==> src/rtl/msd_pkg.sv <==
package msd_pkg;
   localparam int NLINES = 4;
   localparam int LN_CTS = 0;
   localparam int LN_DSR = 1;
   localparam int LN_RI  = 2;
   localparam int LN_DCD = 3;
   localparam int CTL_DTR  = 0;
   localparam int CTL_RTS  = 1;
   localparam int CTL_OUT1 = 2;
   localparam int CTL_OUT2 = 3;
   localparam logic [NLINES-1:0] LINES_IDLE = 4'b1011;
endpackage

==> src/rtl/msd_sync.sv <==
module msd_sync #(
   parameter int              STAGES  = 2,
   parameter int              WIDTH   = 4,
   parameter logic [WIDTH-1:0] RST_VAL = '0
) (
   input  logic             clk,
   input  logic             rst_n,
   input  logic [WIDTH-1:0] async_i,
   output logic [WIDTH-1:0] sync_o
);
   generate
      if (STAGES < 0 || STAGES > 4) begin : g_bad
         $error("msd_sync: STAGES must be 0..4");
      end
      if (STAGES == 0) begin : g_bypass
         assign sync_o = async_i;
      end else begin : g_chain
         logic [WIDTH-1:0] stg_q [STAGES];
         always_ff @(posedge clk or negedge rst_n) begin
            if (!rst_n) begin
               for (int k = 0; k < STAGES; k++) stg_q[k] <= RST_VAL;
            end else begin
               stg_q[0] <= async_i;
               for (int k = 1; k < STAGES; k++) stg_q[k] <= stg_q[k-1];
            end
         end
         assign sync_o = stg_q[STAGES-1];
      end
   endgenerate
endmodule

==> src/rtl/msd_delta.sv <==
module msd_delta #(
   parameter int               WIDTH    = 4,
   parameter int               RING_IDX = 2,
   parameter logic [WIDTH-1:0] RST_VAL  = '0
) (
   input  logic             clk,
   input  logic             rst_n,
   input  logic [WIDTH-1:0] samp_i,
   input  logic             clr_i,
   output logic [WIDTH-1:0] level_o,
   output logic [WIDTH-1:0] delta_o
);
   logic [WIDTH-1:0] level_q, delta_q, set_w;

   generate
      if (RING_IDX < 0 || RING_IDX >= WIDTH) begin : g_bad
         $error("msd_delta: RING_IDX out of range");
      end
      for (genvar i = 0; i < WIDTH; i++) begin : g_bit
         if (i == RING_IDX) begin : g_trail
            assign set_w[i] = level_q[i] & ~samp_i[i];
         end else begin : g_any
            assign set_w[i] = level_q[i] ^ samp_i[i];
         end
      end
   endgenerate

   always_ff @(posedge clk or negedge rst_n) begin
      if (!rst_n) begin
         level_q <= RST_VAL;
         delta_q <= '0;
      end else begin
         level_q <= samp_i;
         delta_q <= (clr_i ? '0 : delta_q) | set_w;
      end
   end

   assign level_o = level_q;
   assign delta_o = delta_q;

   generate
      for (genvar i = 0; i < WIDTH; i++) begin : g_chk
         if (i == RING_IDX) begin : g_ring
            assert_ring_rise_ignored_R3: assert property (@(posedge clk) disable iff (!rst_n)
               (!level_q[i] && samp_i[i]) |=> (delta_q[i] == ($past(delta_q[i]) && !$past(clr_i))));
            assert_ring_fall_kept_R8: assert property (@(posedge clk) disable iff (!rst_n)
               (level_q[i] && !samp_i[i]) |=> delta_q[i]);
         end else begin : g_line
            assert_change_kept_R2: assert property (@(posedge clk) disable iff (!rst_n)
               (level_q[i] != samp_i[i]) |=> delta_q[i]);
         end
      end
   endgenerate

   assert_quiet_clear_R4: assert property (@(posedge clk) disable iff (!rst_n)
      (clr_i && (level_q == samp_i)) |=> (delta_q == '0));
   assert_level_follows_R1: assert property (@(posedge clk) disable iff (!rst_n)
      1'b1 |=> (level_q == $past(samp_i)));
endmodule

==> src/rtl/msd_view.sv <==
module msd_view
   import msd_pkg::*;
(
   input  logic              loop_en,
   input  logic [NLINES-1:0] ctl_i,
   input  logic [NLINES-1:0] level_i,
   input  logic [NLINES-1:0] delta_i,
   output logic [2*NLINES-1:0] byte_o
);
   logic [NLINES-1:0] loop_lines;

   always_comb begin
      loop_lines         = '0;
      loop_lines[LN_DCD] = ctl_i[CTL_OUT2];
      loop_lines[LN_RI]  = ctl_i[CTL_OUT1];
      loop_lines[LN_DSR] = ctl_i[CTL_DTR];
      loop_lines[LN_CTS] = ctl_i[CTL_RTS];
   end

   assign byte_o = loop_en ? {loop_lines, {NLINES{1'b0}}} : {level_i, delta_i};
endmodule

==> src/rtl/modem_status_unit.sv <==
module modem_status_unit
   import msd_pkg::*;
#(
   parameter int                SYNC_STAGES = 2,
   parameter logic [NLINES-1:0] RST_LINES   = LINES_IDLE
) (
   input  logic       clk,
   input  logic       rst_n,
   input  logic       mdm_cts_i,
   input  logic       mdm_dsr_i,
   input  logic       mdm_ri_i,
   input  logic       mdm_dcd_i,
   input  logic       loop_en,
   input  logic       ctl_dtr,
   input  logic       ctl_rts,
   input  logic       ctl_out1,
   input  logic       ctl_out2,
   input  logic       rd_stb,
   output logic [7:0] rd_data,
   output logic       delta_any
);
   localparam int BYTE_W = 2 * NLINES;

   logic [NLINES-1:0] raw_w, samp_w, level_w, delta_w, ctl_w;
   logic              clr_w;

   assign raw_w = {mdm_dcd_i, mdm_ri_i, mdm_dsr_i, mdm_cts_i};
   assign ctl_w = {ctl_out2, ctl_out1, ctl_rts, ctl_dtr};
   assign clr_w = rd_stb & ~loop_en;

   msd_sync #(.STAGES(SYNC_STAGES), .WIDTH(NLINES), .RST_VAL(RST_LINES)) i_sync (
      .clk(clk), .rst_n(rst_n), .async_i(raw_w), .sync_o(samp_w));

   msd_delta #(.WIDTH(NLINES), .RING_IDX(LN_RI), .RST_VAL(RST_LINES)) i_delta (
      .clk(clk), .rst_n(rst_n), .samp_i(samp_w), .clr_i(clr_w),
      .level_o(level_w), .delta_o(delta_w));

   logic [BYTE_W-1:0] byte_w;
   msd_view i_view (
      .loop_en(loop_en), .ctl_i(ctl_w), .level_i(level_w),
      .delta_i(delta_w), .byte_o(byte_w));

   assign rd_data   = byte_w;
   assign delta_any = |delta_w;

   assert_loop_no_delta_R5: assert property (@(posedge clk) disable iff (!rst_n)
      loop_en |-> (rd_data[3:0] == 4'b0000));
   assert_loop_keeps_R5: assert property (@(posedge clk) disable iff (!rst_n)
      (rd_stb && loop_en) |=> (delta_any || !$past(delta_any) || (samp_w != level_w)) || delta_any == $past(delta_any));
   assert_any_matches_R7: assert property (@(posedge clk) disable iff (!rst_n)
      !loop_en |-> (delta_any == (rd_data[3:0] != 4'b0000)));
   assert_upper_lines_R1: assert property (@(posedge clk) disable iff (!rst_n)
      !loop_en |-> (rd_data[7:4] == level_w));
endmodule

==> config.mk <==
export PLATFORM = sky130hd
export DESIGN_NAME = modem_status_unit
export DESIGN_NICKNAME = d
export VERILOG_FILES = /design/src/rtl/msd_pkg.sv /design/src/rtl/msd_sync.sv /design/src/rtl/msd_delta.sv /design/src/rtl/msd_view.sv /design/src/rtl/modem_status_unit.sv
export SDC_FILE = /design/constraint.sdc
export NUM_CORES = 1
export LEC_CHECK = 0
export BUFFER_PORTS_ARGS = -buffer_cell sky130_fd_sc_hd__buf_2
export CAP_MARGIN = 15
export CORE_AREA = 8 8 48 50
export DETAILED_ROUTE_END_ITERATION = 8
export DIE_AREA = 0 0 56 58
export PLACE_DENSITY_LB_ADDON = 0.1
export SLEW_MARGIN = 20
export SYNTH_ARGS = -nofsm -noshare
export SYNTH_HDL_FRONTEND = slang
export SYNTH_SLANG_ARGS = --single-unit
export TNS_END_PERCENT = 30
==> constraint.sdc <==
create_clock -name clk -period 1 [get_ports clk]
set_input_delay 0.2 -clock clk [delete_from_list [all_inputs] [get_ports clk]]
set_output_delay 0.2 -clock clk [all_outputs]
set_load 0.1 [all_outputs]
* After elaboration in Yosys (flattened, before gate mapping)
Index checks and enable logic that the tools add are counted.
** Cells by class
- Reductions and logical operators :: 1
- Multiplexer cells :: 2
- Bitwise logic cells :: 8
** Operators with widths (count)
- 8-bit two-way mux :: 1
- 4-bit two-way mux :: 1
- 4-bit bitwise OR :: 1
- 4-bit OR reduction :: 1
- 1-bit bitwise XOR :: 3
- 1-bit bitwise AND :: 2
- 1-bit inverter :: 2
** Storage, ports and cells
- Input port bits :: 12
- Register bits :: 16
- Logic and storage cells :: 15

* Depth between registers and ports, before layout
- Word-level depth :: 4
- Gate-level depth with buffers :: 3
- Mapped depth without buffers :: 2

* Cells and area by module
A second synthesis with hierarchy kept.
** Second synthesis, totals
- Cells, all modules :: 43
- Area, all modules :: 628.1 µm²
** Modules (own cells, without submodules)
- msd_delta :: times used 1, cells each 20, area each 270.3 µm²
- msd_sync :: times used 1, cells each 12, area each 237.7 µm²
- msd_view :: times used 1, cells each 9, area each 106.4 µm²
- modem_status_unit :: times used 1, cells each 2, area each 13.8 µm²

* Least setup slack after synthesis
Ideal clock, no wire load.
- Kind :: input port to output port
- Start :: input port loop_en
- End :: output port rd_data[6]
- Path buffers :: 1
- Required time :: 800 ps
- Data arrival time :: 2447 ps
- Setup slack :: -1647 ps
- Cell stages on the path :: 2
- Cell sequence :: buf_6 -> o21ai_0
** Between the ends
- Cells in the longest elaborated chain, start to end :: 1
** Ends and longest elaborated chain
- start, declared :: line modem_status_unit.sv:13 : input logic loop_en,
- 8-bit two-way mux :: line msd_view.sv:20 : assign byte_o = loop_en ? {loop_lines, {NLINES{1'b0}}} : {level_i, delta_i};
- end, declared :: line modem_status_unit.sv:19 : output logic [7:0] rd_data,
No other way between the ends.

* Final worst setup path
- Start :: register i_delta.level_q[3], in the netlist i_delta.level_o[3]
- End :: output port rd_data[7]
** Between the ends
- Cells in the longest elaborated chain, start to end :: 1
** Ends and longest elaborated chain
- start, declared :: line msd_delta.sv:13 : logic [WIDTH-1:0] level_q, delta_q, set_w;
- start signal, assigned :: line msd_delta.sv:33 : level_q <= samp_i;
- 8-bit two-way mux :: line msd_view.sv:20
No other way between the ends.

==> results_dict.tcl <==
set metrics [dict create \
    critPathKind "flip-flop to output pin" \
    fp.dieW_um 56 \
    vias_in_the_first_global_route 349 \
    utilization 0.611 \
    antenna_found_initial 0 \
    period_needed_ns 1.33 \
    regToRegStartpoint "i_delta.level_o[3]$_DFF_PN1_" \
    critical_path_depth 2 \
    synth.ff_latch_count 16 \
    path_buf_inv 1 \
    max_fanout_on_critical_path 2 \
    dp.cells 81 \
    worst_r2r_path_depth 3 \
    floorplan.initialDensity 0.355 \
    layout-drive-gt1-share 0.712 \
    setup_repair_after_global_routing_missed_its_margin "true" \
    hold_removal_path_class "input pin to flip-flop" \
    postSynth.asyncResetShare 1.00 \
    finClkSkew_ns 0.000369 \
    synth_largest_type_area_fraction 0.413 \
    ff2ff_setup_slack_ns 0.05 \
    synth.most_common_cell "sky130_fd_sc_hd__dfstp_2" \
    io-pin-count 21 \
    ys_warn_count 0 \
    flow.area_growth_from_synthesis_pct 72.1 \
    instances_no_fill 90 \
    power_density_relative_to_cell_area_nw_per_um2 1590 \
    gp_congestion 0.697 \
    crit_required_ns 0.80 \
    synth_nets 52 \
    worstPathCellList "mux2_4 > buf_12" \
    remaining_drc_errors 0 \
    postSynthAreaPerCell_um2 14.3 \
    core-area_um2 1610 \
    antenna_cells_inserted 0 \
    worst-slew-pin-transition_ns 0.326 \
    htree_num_levels 1 \
    timing.critical_path.from "i_delta.level_o[3]$_DFF_PN1_" \
    cell_type_of_the_slowest_stage_on_the_worst_timing_path "sky130_fd_sc_hd__dfstp_2" \
    drt_pass1_iterations 2 \
    antenna_violating_nets_post_route 0 \
    dpl_worst_slack_ns -0.114 \
    floorplan.die.height_um 58 \
    setup_viol_count_final 9 \
    place.port_buffers 20 \
    grt_max_degree 17 \
    ys_top_cells_by_area "sky130_fd_sc_hd__dfstp_2 41%, sky130_fd_sc_hd__dfrtp_1 31%, sky130_fd_sc_hd__mux2_4 7.9%" \
    worst_ir_drop_vdd_mv 1.19 \
    timing.critical_path.to "rd_data[7]" \
    static-leakage-power_nw 0.451 \
    finalMaxSlewViolations 0 \
    clk_path_buf_depth 2 \
    placed_instance_area_um2 870 \
    gr_overflow_total 0 \
    final.setup.worst_slack_ns -0.328 \
    clkSinkCount 16 \
    crit_family "flip-flops" \
    synth_edf_count 0 \
    fmax_ghz 0.753 \
    synth_top_area_cell "sky130_fd_sc_hd__dfstp_2" \
    syn_inst 40 \
    worstPathArrival_ns 1.13 \
    cts_tree "yes" \
    routed_wirelength_mm 1.07 \
    timing.critical_path.from_type "flip-flop" \
    first_iter_violations 3 \
    hpwlAfterDp_um 826 \
    seq_area_frac_synth 0.718 \
    detailroute.via_count 406 \
    grt_pass1_wl_mm 1.68 \
    crit_path_end_kind "output pin" \
    max-cap-violations 0 \
    violations_in_the_final_reports "negative setup slack" \
    synth.top_cells.by_count "9 x sky130_fd_sc_hd__dfstp_2, 7 x sky130_fd_sc_hd__dfrtp_1, 5 x sky130_fd_sc_hd__inv_1, 4 x sky130_fd_sc_hd__nor2_1, 4 x sky130_fd_sc_hd__o21ai_0" \
    period_share 1.33 \
    holdWs_ns 0.0231 \
    cts_inserted_buffers 3 \
    route.detailed.wl_per_inst_um 11.9 \
    finalHoldViolations 0 \
    path_clk_slew_ns 0.08 \
    synth_cell_type_count 12 \
    vias_per_inst 4.51 \
    placement_rows 15 \
    floorplan.die_area_um2 3250 \
    synth_flop_cell "sky130_fd_sc_hd__dfstp_2" \
    crit_path_max_incr_delay_ns 0.54 \
    ctsRootBufferMaster "sky130_fd_sc_hd__clkbuf_4" \
    timing.slew.headroom 0.782 \
    nets 86 \
    status "finished, violations left" \
    synth_area_um2 573 \
    grt_util_all_layers 0.0631 \
    rr_endpoint "i_delta.delta_o[3]$_DFF_PN0_" \
    worst_skew_pair.late_latency_ns 0.27 \
    post-route-cell-area_um2 986 \
]
-- sequential cells by signal, indices dropped and copies added, names as in the netlist --
signal,count
i_delta.level_o,4
i_sync.sync_o,4
i_delta.delta_o,4
i_sync.g_chain.stg_q,4
-- layer usage --
layer  routed length (um)  track usage  up-vias
met5                    0            0        -
met4                   14       0.0309        0
li1                     -            -      196
met2                  560        0.103       17
met3                  100       0.0306        2
met1                  396       0.0668      191
-- final cells by class --
| cell class | instances | area, um2 |
|---|---|---|
| Multi-Input combinational cell | 18 | 165 |
| Timing Repair Buffer | 30 | 343 |
| Clock buffer | 4 | 26.3 |
| Tap cell | 17 | 21.3 |
| Fill cell | 127 | 628 |
| Inverter | 5 | 18.8 |
| Sequential cell | 16 | 412 |
-- kinds of logic after synthesis --
| family | synth area share |
|---|---|
| flops | 0.718 |
| compound gates | 0.0459 |
| mux | 0.0786 |
| xor+xnor | 0.0459 |
| buf+inv | 0.0524 |
| simple gates | 0.0589 |
-- layout by cell type, fill, tap and decap left out --
cell type / instances
sky130_fd_sc_hd__dfrtp_1: 7
sky130_fd_sc_hd__clkbuf_4: 3
sky130_fd_sc_hd__inv_2: 4
sky130_fd_sc_hd__dlygate4sd3_1: 3
sky130_fd_sc_hd__dfstp_2: 9
sky130_fd_sc_hd__buf_12: 11
sky130_fd_sc_hd__o21ai_2: 1
sky130_fd_sc_hd__o22ai_1: 1
sky130_fd_sc_hd__o21ai_0: 3
sky130_fd_sc_hd__nand4_1: 1
sky130_fd_sc_hd__nor2_4: 4
sky130_fd_sc_hd__nand2_1: 1
sky130_fd_sc_hd__buf_2: 11
sky130_fd_sc_hd__nor2b_2: 1
sky130_fd_sc_hd__mux2_4: 3
sky130_fd_sc_hd__inv_1: 1
sky130_fd_sc_hd__clkbuf_1: 1
sky130_fd_sc_hd__buf_4: 5
sky130_fd_sc_hd__xnor2_1: 3
-- worst min path at each step --
stage / startpoint / endpoint / slack [ns] / depth (start not counted)
final: mdm_dcd_i / i_sync.g_chain.stg_q[7]$_DFF_PN1_ / 0.02 / 1
after global placement: rst_n / i_delta.delta_o[1]$_DFF_PN0_ / 0.12 / 1
after floorplan: rst_n / i_delta.delta_o[0]$_DFF_PN0_ / -0.1 / 0
after detailed placement: rst_n / i_sync.g_chain.stg_q[6]$_DFF_PN0_ / 0.12 / 1
after CTS: mdm_cts_i / i_sync.g_chain.stg_q[4]$_DFF_PN1_ / 0.002 / 1
after global routing: mdm_dsr_i / i_sync.g_chain.stg_q[5]$_DFF_PN1_ / 0.006 / 1
-- metrics by stage --
step	total power (W)	setup TNS, ns
3_3_place_gp	0.00119	-0.774
4_1_cts	0.00155	-2.23
6_report	0.00157	-2.27
2_1_floorplan	0.00101	-2.40
5_1_grt	0.00165	-2.76
3_5_place_dp	0.00120	-0.824
-- report_power, final --
group	internal, W	switching (W)
Clock	0.000154	0.000171
Combinational	0.000213	0.000309
Sequential	0.000702	0.0000177
Total	0.00107	0.000498
-- timing repair --
| item | in CTS | in global routing |
|---|---|---|
| pin swaps | 1 | 1 |
| buffers inserted | 0 | 2 |
| gates resized for setup | 3 | 2 |
| setup endpoints to repair | 9 | 9 |
| hold buffers | 1 | 2 |
| hold endpoints to repair | 7 | 2 |
| cloned | 0 | 0 |
No activity file was read; power rests on OpenSTA's default activity.
